[src/rtl/intc8_pkg.sv]
package intc8_pkg;
  typedef enum logic [2:0] {
    SQ_UNCFG = 3'd0,
    SQ_W2    = 3'd1,
    SQ_W3    = 3'd2,
    SQ_W4    = 3'd3,
    SQ_RDY   = 3'd4
  } seq_state_e;

  localparam int INIT_BIT  = 4;
  localparam int NEED4_BIT = 0;
  localparam int RDSEL_BIT = 3;
  localparam int SEL_BIT   = 0;
  localparam logic [2:0] OPC_EOI_ANY = 3'b001;
  localparam logic [2:0] OPC_EOI_ONE = 3'b011;
endpackage

[src/rtl/intc8_seq.sv]
module intc8_seq
  import intc8_pkg::*;
#(
  parameter int DW = 8
) (
  input  logic          clk,
  input  logic          rst_n,
  input  logic          cmd_wr,
  input  logic          data_wr,
  input  logic [DW-1:0] wdata,
  output logic          init_start,
  output logic          cmd_op,
  output logic          mask_wr,
  output logic          cfg_ready,
  output logic [DW-1:0] base_q,
  output logic [DW-1:0] cascade_q,
  output logic          mode86_q
);
  seq_state_e st_q, st_d;
  logic       need4_q;
  logic       settled;

  assign settled    = (st_q == SQ_UNCFG) || (st_q == SQ_RDY);
  assign init_start = cmd_wr && wdata[INIT_BIT];
  assign cmd_op     = cmd_wr && !init_start && settled;
  assign mask_wr    = data_wr && (st_q == SQ_RDY);
  assign cfg_ready  = (st_q == SQ_RDY);

  always_comb begin
    st_d = st_q;
    if (init_start) begin
      st_d = SQ_W2;
    end else if (cmd_wr && !settled) begin
      st_d = SQ_UNCFG;
    end else if (data_wr) begin
      case (st_q)
        SQ_W2:   st_d = SQ_W3;
        SQ_W3:   st_d = need4_q ? SQ_W4 : SQ_RDY;
        SQ_W4:   st_d = SQ_RDY;
        default: st_d = st_q;
      endcase
    end
  end

  always_ff @(posedge clk) begin
    if (!rst_n) begin
      st_q      <= SQ_UNCFG;
      need4_q   <= 1'b0;
      base_q    <= '0;
      cascade_q <= '0;
      mode86_q  <= 1'b0;
    end else begin
      st_q <= st_d;
      if (init_start) need4_q <= wdata[NEED4_BIT];
      if (data_wr && st_q == SQ_W2) base_q    <= wdata;
      if (data_wr && st_q == SQ_W3) cascade_q <= wdata;
      if (data_wr && st_q == SQ_W4) mode86_q  <= wdata[0];
    end
  end
endmodule

[src/rtl/intc8_prio.sv]
module intc8_prio #(
  parameter int N  = 8,
  parameter int IW = 3
) (
  input  logic [N-1:0]  cand,
  input  logic [N-1:0]  isr,
  output logic [IW-1:0] win_idx,
  output logic [IW-1:0] isr_idx,
  output logic          isr_any,
  output logic          win_beats
);
  function automatic logic [IW-1:0] lowest_set(input logic [N-1:0] v);
    logic [IW-1:0] r;
    r = '0;
    for (int i = N - 1; i >= 0; i--) begin
      if (v[i]) r = IW'(i);
    end
    return r;
  endfunction

  logic cand_any;

  assign cand_any  = |cand;
  assign isr_any   = |isr;
  assign win_idx   = lowest_set(cand);
  assign isr_idx   = lowest_set(isr);
  assign win_beats = cand_any && (!isr_any || (win_idx < isr_idx));
endmodule

[src/rtl/intc8_regs.sv]
module intc8_regs #(
  parameter int N  = 8,
  parameter int IW = 3,
  parameter int DW = 8
) (
  input  logic          clk,
  input  logic          rst_n,
  input  logic [N-1:0]  irq_in,
  input  logic          init_start,
  input  logic          ack_grant,
  input  logic [IW-1:0] win_idx,
  input  logic [N-1:0]  isr_clr,
  input  logic          mask_wr,
  input  logic [DW-1:0] wdata,
  output logic [N-1:0]  req_q,
  output logic [N-1:0]  isr_q,
  output logic [N-1:0]  mask_q
);
  logic [N-1:0] irq_prev_q;

  always_ff @(posedge clk) begin
    if (!rst_n) begin
      irq_prev_q <= '0;
      mask_q     <= '0;
    end else begin
      irq_prev_q <= irq_in;
      if (init_start)   mask_q <= '0;
      else if (mask_wr) mask_q <= wdata[N-1:0];
    end
  end

  for (genvar g = 0; g < N; g++) begin : g_line
    logic hit;
    logic rise;
    logic pend_q;
    logic serv_q;

    assign hit  = ack_grant && (win_idx == IW'(g));
    assign rise = irq_in[g] && !irq_prev_q[g];

    always_ff @(posedge clk) begin
      if (!rst_n || init_start) begin
        pend_q <= 1'b0;
        serv_q <= 1'b0;
      end else begin
        if (hit)       pend_q <= 1'b0;
        else if (rise) pend_q <= 1'b1;
        if (hit)             serv_q <= 1'b1;
        else if (isr_clr[g]) serv_q <= 1'b0;
      end
    end

    assign req_q[g] = pend_q;
    assign isr_q[g] = serv_q;
  end
endmodule

[src/rtl/intc8_top.sv]
module intc8_top
  import intc8_pkg::*;
#(
  parameter int NUM_LINES = 8,
  parameter int DATA_W    = 8
) (
  input  logic                 clk,
  input  logic                 rst_n,
  input  logic [NUM_LINES-1:0] irq_in,
  input  logic                 bus_wr,
  input  logic                 bus_sel_data,
  input  logic [DATA_W-1:0]    bus_wdata,
  output logic [DATA_W-1:0]    bus_rdata,
  output logic                 int_out,
  input  logic                 int_ack,
  output logic [DATA_W-1:0]    vec_out,
  output logic [DATA_W-1:0]    cfg_cascade,
  output logic                 cfg_mode86
);
  localparam int IDX_W = (NUM_LINES > 1) ? $clog2(NUM_LINES) : 1;

  function automatic logic [DATA_W-1:0] vec_of(input logic [DATA_W-1:0] b,
                                                input logic [IDX_W-1:0] i);
    return b + DATA_W'(i);
  endfunction

  logic                 cmd_wr, data_wr;
  logic                 init_start, cmd_op, mask_wr, cfg_ready;
  logic [DATA_W-1:0]    base_q;
  logic [NUM_LINES-1:0] req_q, isr_q, mask_q, isr_clr;
  logic [IDX_W-1:0]     win_idx, isr_idx;
  logic                 isr_any, win_beats, ack_grant;
  logic [2:0]           opc;
  logic                 rdsel_q;
  logic [DATA_W-1:0]    vec_q;

  assign cmd_wr  = bus_wr && !bus_sel_data;
  assign data_wr = bus_wr && bus_sel_data;
  assign opc     = bus_wdata[DATA_W-1 -: 3];

  intc8_seq #(.DW(DATA_W)) u_seq (
    .clk(clk), .rst_n(rst_n), .cmd_wr(cmd_wr), .data_wr(data_wr),
    .wdata(bus_wdata), .init_start(init_start), .cmd_op(cmd_op),
    .mask_wr(mask_wr), .cfg_ready(cfg_ready), .base_q(base_q),
    .cascade_q(cfg_cascade), .mode86_q(cfg_mode86)
  );

  intc8_prio #(.N(NUM_LINES), .IW(IDX_W)) u_prio (
    .cand(req_q & ~mask_q), .isr(isr_q), .win_idx(win_idx),
    .isr_idx(isr_idx), .isr_any(isr_any), .win_beats(win_beats)
  );

  assign int_out   = cfg_ready && win_beats;
  assign ack_grant = int_ack && int_out && !init_start;

  always_comb begin
    isr_clr = '0;
    if (cmd_op) begin
      if (opc == OPC_EOI_ANY && isr_any) isr_clr[isr_idx] = 1'b1;
      else if (opc == OPC_EOI_ONE)       isr_clr[bus_wdata[IDX_W-1:0]] = 1'b1;
    end
  end

  intc8_regs #(.N(NUM_LINES), .IW(IDX_W), .DW(DATA_W)) u_regs (
    .clk(clk), .rst_n(rst_n), .irq_in(irq_in), .init_start(init_start),
    .ack_grant(ack_grant), .win_idx(win_idx), .isr_clr(isr_clr),
    .mask_wr(mask_wr), .wdata(bus_wdata), .req_q(req_q), .isr_q(isr_q),
    .mask_q(mask_q)
  );

  always_ff @(posedge clk) begin
    if (!rst_n) begin
      rdsel_q <= 1'b0;
      vec_q   <= '0;
    end else begin
      if (cmd_op && bus_wdata[RDSEL_BIT]) rdsel_q <= bus_wdata[SEL_BIT];
      if (ack_grant) vec_q <= vec_of(base_q, win_idx);
    end
  end

  assign vec_out   = vec_q;
  assign bus_rdata = bus_sel_data ? DATA_W'(mask_q)
                   : (rdsel_q ? DATA_W'(isr_q) : DATA_W'(req_q));
endmodule

[config.mk]
export PLATFORM = sky130hd
export DESIGN_NAME = intc8_top
export DESIGN_NICKNAME = d
export VERILOG_FILES = /design/src/rtl/intc8_pkg.sv /design/src/rtl/intc8_seq.sv /design/src/rtl/intc8_prio.sv /design/src/rtl/intc8_regs.sv /design/src/rtl/intc8_top.sv
export SDC_FILE = /design/constraint.sdc
export NUM_CORES = 1
export LEC_CHECK = 0
export BUFFER_PORTS_ARGS = -buffer_cell sky130_fd_sc_hd__buf_4
export CORE_UTILIZATION = 45
export CTS_CLUSTER_DIAMETER = 80
export CTS_CLUSTER_SIZE = 24
export DETAILED_ROUTE_END_ITERATION = 10
export PLACE_DENSITY = 0.61
export SLEW_MARGIN = 10
export SYNTH_ARGS = -nofsm -noshare
export SYNTH_HDL_FRONTEND = slang
export SYNTH_SLANG_ARGS = --single-unit
[constraint.sdc]
create_clock -name clk -period 3.15 [get_ports clk]
set_input_delay 0.63 -clock clk [delete_from_list [all_inputs] [get_ports clk]]
set_output_delay 0.63 -clock clk [all_outputs]
set_load 0.01 [all_outputs]
==> implementation parameters, run 1 <==
Parameter                              Value

Finish
  Net count reported at finish    462
  Share of layout cells above drive strength 1    0.2014
  Total non-filler cell area in the finished layout    0.004014 mm²
  Area added between synthesis and finish    21.24%
  Number of standard cells in the final layout excluding fillers    538
  Commonest non-fill, non-tap cell in the layout    sky130_fd_sc_hd__dfxtp_1
  Antenna Diode Count    0
  Commonest non-fill, non-tap cells in the layout    sky130_fd_sc_hd__dfxtp_1 (62), sky130_fd_sc_hd__buf_4 (51), sky130_fd_sc_hd__nor2_1 (44)
  Layout filler cell count    651

Critical path
  Delay contributed by the slowest stage of the critical path    0.43 ns
  Highest fanout seen on the critical path    7
  Count of buffering cells on the critical path with inverters included    1
  Worst Setup Start Kind    register
  CP endpoint kind    primary output
  Logic depth of the worst register-to-register path    9
  Required arrival time at the worst endpoint    2.52 ns
  CP Cell Sequence    nor4_4 -> or2b_1 -> ha_4 -> and2_1 -> o211a_4 -> nor3_2 -> buf_4
  Worst EP arrival    2.38 ns
  Worst setup path class    register to primary output
  Top cell family by delay on the critical path    simple AND/OR/NAND/NOR gates
  Standard cell with the maximum stage delay on the critical path    sky130_fd_sc_hd__nor4_4
  Capture point of the worst reg-to-reg path    vec_out[3]
  Worst-case register-to-register setup slack    0.42 ns
  FF-to-FF Start    u_regs.mask_q[1]

Place
  IO Port Bufs    46
  Placed inst area    0.003750 mm²
  Placed cell count    522
  Weighted congestion at the end of routability-driven global placement    0.8989
  Detailed placer's ending HPWL    6837 µm

Timing
  Clock period minus final worst setup slack    3.013 ns
  Final Setup Violations    0
  Headroom to the max-slew limit    0.4530
  Setup tns final    0 ns
  Worst hold slack across all endpoints    0.4824 ns
  Maximum clock frequency    331.9 MHz
  RSZ-0062 raised after global routing    no
  Period utilisation layout    0.9564
  Transition time at the pin with the least slew margin    0.8186 ns
  Clock Skews    0.008443 ns
  Number of max-slew violations in the final report    0
  Number of endpoints with negative hold slack in the final report    0

Drt
  WL/cell    16.99 µm
  1st-pass router iterations    8
  Post-route ant nets    0
  Initial DRC Count    162
  Count of vias placed by the detailed router    3005
  # DRC    0
  Post-detailed-route via-to-cell ratio    5.586
  Total length of routed wires    9142 µm

Yosys
  Synthesis-stage register bit count    62
  Total of warnings raised by yosys    0
  Async set or reset register ratio after synthesis    0
  Post-Syn Nets    417
  Most area-hungry cell type in the Yosys netlist    sky130_fd_sc_hd__dfxtp_1
  Cell variety after synth    60
  Top_reg_cell synth    sky130_fd_sc_hd__dfxtp_1
  Synthesized cell area    0.003311 mm²
  Top cell type's share of synthesized area    0.3749
  Sequential element share of the synthesized area    0.3749
  Average cell area after synthesis    8.446 µm²
  Cell count after synthesis    392
  Largest cells by area after synthesis    sky130_fd_sc_hd__dfxtp_1 (37%), sky130_fd_sc_hd__mux2i_1 (10%), sky130_fd_sc_hd__a21oi_1 (5.4%)
  Post-synth EDFFs    0

Floorplan
  Vertical die dimension    87.78 µm
  Core Rows    30
  Std-Cell Core Area    0.006944 mm²
  Number of top-level design ports    47
  Initial Util    0.4768
  Floorplan die width    87.78 µm
  Die footprint    0.007704 mm²

CTS
  Maximum buffer depth of the clock tree    2
  Number of clock sinks    62
  Clock transition at the register clock pins on the worst setup and hold paths after CTS    0.07 ns
  H-tree depth reported by CTS    3
  Clock tree root driver cell    sky130_fd_sc_hd__clkbuf_8
  Later-pin clock latency in the skew report    0.35 ns
  Number of CTS-inserted buffers    9
  Clock tree from TritonCTS    done

Global route
  Grt ovf    0
  Global-route usage over all layers    0.2606
  Vias in the first global route    2715
  Global-route wire length before repair    14970 µm
  Initial antenna violation count    0
  Pin count of the biggest net entering global routing    24

Worst hold path
  Hold Path Stages    2
  Tightest Hold Check Type    register to register
  Hold Path Origin    vec_out[0]
  Endpoint of the worst hold-timing path    vec_out[0]

Pwr
  Pwr per Cell Area    462.7 mW/mm²
  Leakage    0.001493 µW
  Worst IR Drop VDD    0.0002720 V

Run status
  Run status    completed

Flow run
  Count of maximum capacitance violations    0
[power by group]
part           total, µW  leakage (µW)  switching (µW)  internal [µW]
clock network        818      0.000116             329            488
registers            815      0.000504            14.3            801
logic                224      0.000873             135           89.4
[routing by layer]
| metal | wire length (µm) | track usage | vias to the layer above |
|---|---|---|---|
| li1 | - | - | 1495 |
| met1 | 4565 | 0.3754 | 1407 |
| met2 | 4051 | 0.3862 | 92 |
| met3 | 380 | 0.04618 | 11 |
| met4 | 145 | 0.09836 | 0 |
| met5 | 0 | 0 | - |
[registers in the layout (all words and copies together), names as in the netlist]
| register | flops |
|---|---|
| u_seq.st_q | 3 |
| rdsel_q | 1 |
| u_seq.cascade_q | 8 |
| vec_out | 8 |
| u_seq.base_q | 8 |
| u_seq.mode86_q | 1 |
| u_seq.need4_q | 1 |
| u_regs.g_line.serv_q | 8 |
| u_regs.mask_q | 8 |
| u_regs.g_line.pend_q | 8 |
| u_regs.irq_prev_q | 8 |
[stage by stage]
stage | setup WS, ns | total power [µW] | util
floorplan | 0.6533 | 961.4 | -
global placement | 0.4676 | 1048 | 0.5400
detailed placement | 0.4474 | 1046 | 0.5400
CTS | 0.05337 | 1864 | 0.5735
global route | 0.006153 | 1939 | 0.5780
finish | 0.1375 | 1857 | 0.5780
[cell usage after synthesis, types with 3 or more instances]
cell,n
sky130_fd_sc_hd__o21ai_0,24
sky130_fd_sc_hd__a211oi_1,3
sky130_fd_sc_hd__o2111ai_1,6
sky130_fd_sc_hd__nand2_1,32
sky130_fd_sc_hd__nor2b_1,8
sky130_fd_sc_hd__buf_1,3
sky130_fd_sc_hd__xnor2_1,3
sky130_fd_sc_hd__nor3b_1,8
sky130_fd_sc_hd__nand3_1,9
sky130_fd_sc_hd__ha_1,4
sky130_fd_sc_hd__nor3_1,7
sky130_fd_sc_hd__mux2i_1,33
sky130_fd_sc_hd__and2_1,14
sky130_fd_sc_hd__clkbuf_1,14
sky130_fd_sc_hd__o31ai_1,3
sky130_fd_sc_hd__inv_1,12
sky130_fd_sc_hd__nor2_1,44
sky130_fd_sc_hd__dfxtp_1,62
sky130_fd_sc_hd__o211ai_1,6
sky130_fd_sc_hd__nand2b_1,9
sky130_fd_sc_hd__a21oi_1,36
[worst max-delay path by stage]
stage,start,end,depth (start not counted)
2_1_floorplan,u_regs.g_line[1].serv_q,int_out,6
3_3_place_gp,u_regs.g_line[0].serv_q,int_out,7
3_5_place_dp,u_regs.g_line[1].serv_q,int_out,7
4_1_cts,u_regs.g_line[0].serv_q,int_out,7
5_1_grt,u_regs.g_line[1].serv_q,int_out,7
6_report,u_regs.g_line[1].serv_q,int_out,7
[what timing repair did]
item / in CTS / in global routing
endpoints found under the setup margin: 0 / 1
buffers inserted: 0 / 0
resized for setup: 0 / 6
hold buffers: 0 / 0
[area by class of cell]
cell class	instances	area (µm²)	share of cell area
sequential	62	1241	0.3092
tap	96	120.1	0.02993
inverter	13	48.80	0.01216
multi-input combinational	300	1988	0.4953
clock inverter	5	81.33	0.02026
timing repair buffer	51	382.9	0.09539
clock buffer	11	151.4	0.03772
[worst reg2reg max path: cells and delay by family, from the launching register on]
family / cells / cell delay [ns]
DFF: 1 / 0.33
adders and majority gates: 1 / 0.40
AOI/OAI and AO/OA: 3 / 0.67
and+or+nand+nor: 5 / 1.27
[cells by family after synthesis]
kind of cell	count (synthesis)	synth area share
and+or+nand+nor	153	0.2472
DFF	62	0.3749
buffers and inverters	30	0.03401
adders and majority gates	4	0.01512
xor gates and xnor gates	5	0.01323
muxes	33	0.09977
AOI/OAI and AO/OA	105	0.2158
No activity file was read; power rests on OpenSTA's default activity.
==> run 2, diff against run 1 <==
--- a/config.mk
+++ b/config.mk
@@ -5,6 +5,7 @@
 export SDC_FILE = /design/constraint.sdc
 export NUM_CORES = 1
 export LEC_CHECK = 0
+export ABC_AREA = 1
 export BUFFER_PORTS_ARGS = -buffer_cell sky130_fd_sc_hd__buf_4
 export CORE_UTILIZATION = 45
 export CTS_CLUSTER_DIAMETER = 80
==> constraint.sdc (replaced) <==
create_clock -name clk -period 3.15 [get_ports clk]
set_input_delay 0.315 -clock clk [delete_from_list [all_inputs] [get_ports clk]]
set_output_delay 0.315 -clock clk [all_outputs]
set_load 0.01 [all_outputs]
==> implementation parameters, run 2 <==
Parameter                              Value

Run status
  Run status    completed

Worst hold path
  Tightest Hold Check Type    primary input to register
  Hold Path Origin    irq_in[6]
  Endpoint of the worst hold-timing path    u_regs.irq_prev_q[6]
  Hold Path Stages    3

Floorplan
  Std-Cell Core Area    0.006907 mm²
  Die footprint    0.007644 mm²
  Vertical die dimension    87.43 µm
  Floorplan die width    87.43 µm
  Number of top-level design ports    47
  Initial Util    0.4755
  Core Rows    30

Pwr
  Switching Fraction    0.2845
  Worst IR Drop VDD    0.0002820 V
  Pwr per Cell Area    433.1 mW/mm²
  Leakage    0.001861 µW
  Logic gate share of total power    0.136
  Clock share of power    0.371
  Switching power summed over all nets    473.0 µW
  Pint    1189 µW
  Reg power frac    0.493

Timing
  Number of endpoints with negative hold slack in the final report    0
  Setup tns final    0 ns
  Clock Skews    0.01310 ns
  Transition time at the pin with the least slew margin    0.6101 ns
  Worst hold slack across all endpoints    0.1600 ns
  Clock period minus final worst setup slack    2.693 ns
  Maximum clock frequency    371.4 MHz
  Period utilisation layout    0.8548
  Final Setup Violations    0
  Number of max-slew violations in the final report    0
  RSZ-0062 raised after global routing    no
  Headroom to the max-slew limit    0.5933

Finish
  Area added between synthesis and finish    16.88%
  Layout filler cell count    741
  Commonest non-fill, non-tap cell in the layout    sky130_fd_sc_hd__nand2_1
  Antenna Diode Count    0
  Share of layout cells above drive strength 1    0.1587
  Total non-filler cell area in the finished layout    0.003839 mm²
  Number of standard cells in the final layout excluding fillers    638
  Commonest non-fill, non-tap cells in the layout    sky130_fd_sc_hd__nand2_1 (107), sky130_fd_sc_hd__inv_1 (85), sky130_fd_sc_hd__dfxtp_1 (62)
  Net count reported at finish    562

Critical path
  Required arrival time at the worst endpoint    2.83 ns
  CP dominant cell by count    sky130_fd_sc_hd__inv_1
  Capture point of the worst reg-to-reg path    u_regs.g_line[7].pend_q
  FF-to-FF Start    u_regs.g_line[0].serv_q
  CP Cell Sequence    inv_1 -> nand2_1 -> inv_1 -> nand3_1 -> a31oi_1 -> inv_1 -> ha_1 -> inv_1 -> o21bai_1 -> inv_1 -> nand2_2 -> a21boi_0 -> buf_4
  Worst EP arrival    2.38 ns
  Worst Setup Start Kind    register
  Logic depth of the worst register-to-register path    15
  Highest fanout seen on the critical path    4
  Standard cell with the maximum stage delay on the critical path    sky130_fd_sc_hd__dfxtp_1
  Worst setup path class    register to primary output
  Delay contributed by the slowest stage of the critical path    0.35 ns
  CP endpoint kind    primary output
  Worst-case register-to-register setup slack    0.79 ns

CTS
  Clock tree root driver cell    sky130_fd_sc_hd__clkbuf_8
  Total setup buffers inserted after CTS    0
  H-tree depth reported by CTS    3
  Clock transition at the register clock pins on the worst setup and hold paths after CTS    0.07 ns
  Clock tree from TritonCTS    done
  Number of clock sinks    62
  Later-pin clock latency in the skew report    0.35 ns
  Number of gates resized after CTS    0
  Number of CTS-inserted buffers    9
  Maximum buffer depth of the clock tree    2
  Hold-fix buffers at CTS    0

Global route
  Pin count of the biggest net entering global routing    36
  Global-route wire length before repair    14080 µm
  Initial antenna violation count    0
  Global-route usage over all layers    0.2463
  Grt ovf    0
  Vias in the first global route    2911

Yosys
  Async set or reset register ratio after synthesis    0
  Commonest cells in the netlist    sky130_fd_sc_hd__nand2_1 (107), sky130_fd_sc_hd__inv_1 (85), sky130_fd_sc_hd__dfxtp_1 (62)
  Synthesis-stage register bit count    62
  Sequential element share of the synthesized area    0.3779
  Average cell area after synthesis    6.622 µm²
  Top cell type's share of synthesized area    0.3779
  Cell count after synthesis    496
  Synthesized cell area    0.003284 mm²
  Dominant cell by count in the synthesized netlist    sky130_fd_sc_hd__nand2_1
  Most area-hungry cell type in the Yosys netlist    sky130_fd_sc_hd__dfxtp_1
  Cell variety after synth    34
  Post-Syn Nets    521
  Largest cells by area after synthesis    sky130_fd_sc_hd__dfxtp_1 (38%), sky130_fd_sc_hd__nand2_1 (12%), sky130_fd_sc_hd__inv_1 (9.7%)
  Top_reg_cell synth    sky130_fd_sc_hd__dfxtp_1
  Post-synth EDFFs    0
  Total of warnings raised by yosys    0

Place
  Detailed placer's ending HPWL    6321 µm
  Placed inst area    0.003671 mm²
  Placed cell count    622
  Weighted congestion at the end of routability-driven global placement    0.8515
  IO Port Bufs    46

Flow run
  Count of maximum capacitance violations    0

Drt
  1st-pass router iterations    4
  Count of vias placed by the detailed router    3211
  Total length of routed wires    8635 µm
  Initial DRC Count    214
  Post-detailed-route via-to-cell ratio    5.033
  Post-route ant nets    0
  WL/cell    13.53 µm
  # DRC    0
## run 2: cell families (layout without fill, tap and decap cells)
| logic type | after synthesis | in the layout | share of synthesized area |
|---|---|---|---|
| AO/OA/AOI/OAI | 105 | 105 | 0.1829 |
| XOR/XNOR | 4 | 4 | 0.01067 |
| adder cells (fa/ha/maj) | 4 | 4 | 0.01524 |
| buffers and inverters | 110 | 156 | 0.1314 |
| flip-flops | 62 | 62 | 0.3779 |
| AND/OR/NAND/NOR | 211 | 211 | 0.2819 |
## run 2: per-stage QoR
stage | total power (µW) | setup slack, ns | utilization
floorplan | 984.1 | 1.103 | -
global placement | 1060 | 0.8328 | 0.5315
detailed placement | 1061 | 0.8388 | 0.5315
CTS | 1677 | 0.4708 | 0.5558
global route | 1751 | 0.3028 | 0.5558
finish | 1662 | 0.4574 | 0.5558
## run 2: power groups by stage
stage	Sequential [µW]	Clock (µW)	Combinational, µW
after detailed placement	836	0	224
after global placement	836	0	224
final	819	617	226
after CTS	819	632	226
after global routing	821	671	259
after floorplan	831	0	153
## run 2: cell type report
type                    instances  area, µm²  share of cell area
multi-input cells             324       1612              0.4198
inverters                      94      352.8             0.09192
clock inverters                 4      22.52            0.005867
repair buffers                 46      345.3             0.08996
clock buffers                  12      145.1             0.03781
flip-flops and latches         62       1241              0.3233
well taps                      96      120.1             0.03129
## run 2: how the worst max path moves through the flow
stage                                 start         end  slack [ns]
floorplan           u_regs.g_line[0].serv_q     int_out        1.10
global placement    u_regs.g_line[0].serv_q     int_out        0.83
detailed placement  u_regs.g_line[0].serv_q  vec_out[0]        0.84
CTS                 u_regs.g_line[0].serv_q     int_out        0.47
global route        u_regs.g_line[0].serv_q     int_out        0.30
finish              u_regs.g_line[0].serv_q     int_out        0.46
## run 2: worst max-delay path: cells and delay by family, from the launching register on
family / cells / cell delay [ns]
buffers and inverters: 6 / 0.59
AOI/OAI and AO/OA: 3 / 0.56
DFF: 1 / 0.35
adders and majority gates: 1 / 0.29
and+or+nand+nor: 3 / 0.23
## run 2: routing by layer
metal | vias up | wire (µm) | part of all wire | GRT usage
met1 | 1469 | 4253 | 0.49 | 0.3349
met2 | 75 | 3875 | 0.45 | 0.3849
met3 | 9 | 384 | 0.044 | 0.04645
met5 | - | 0 | 0 | 0
li1 | 1658 | - | - | -
met4 | 0 | 122 | 0.014 | 0.09538
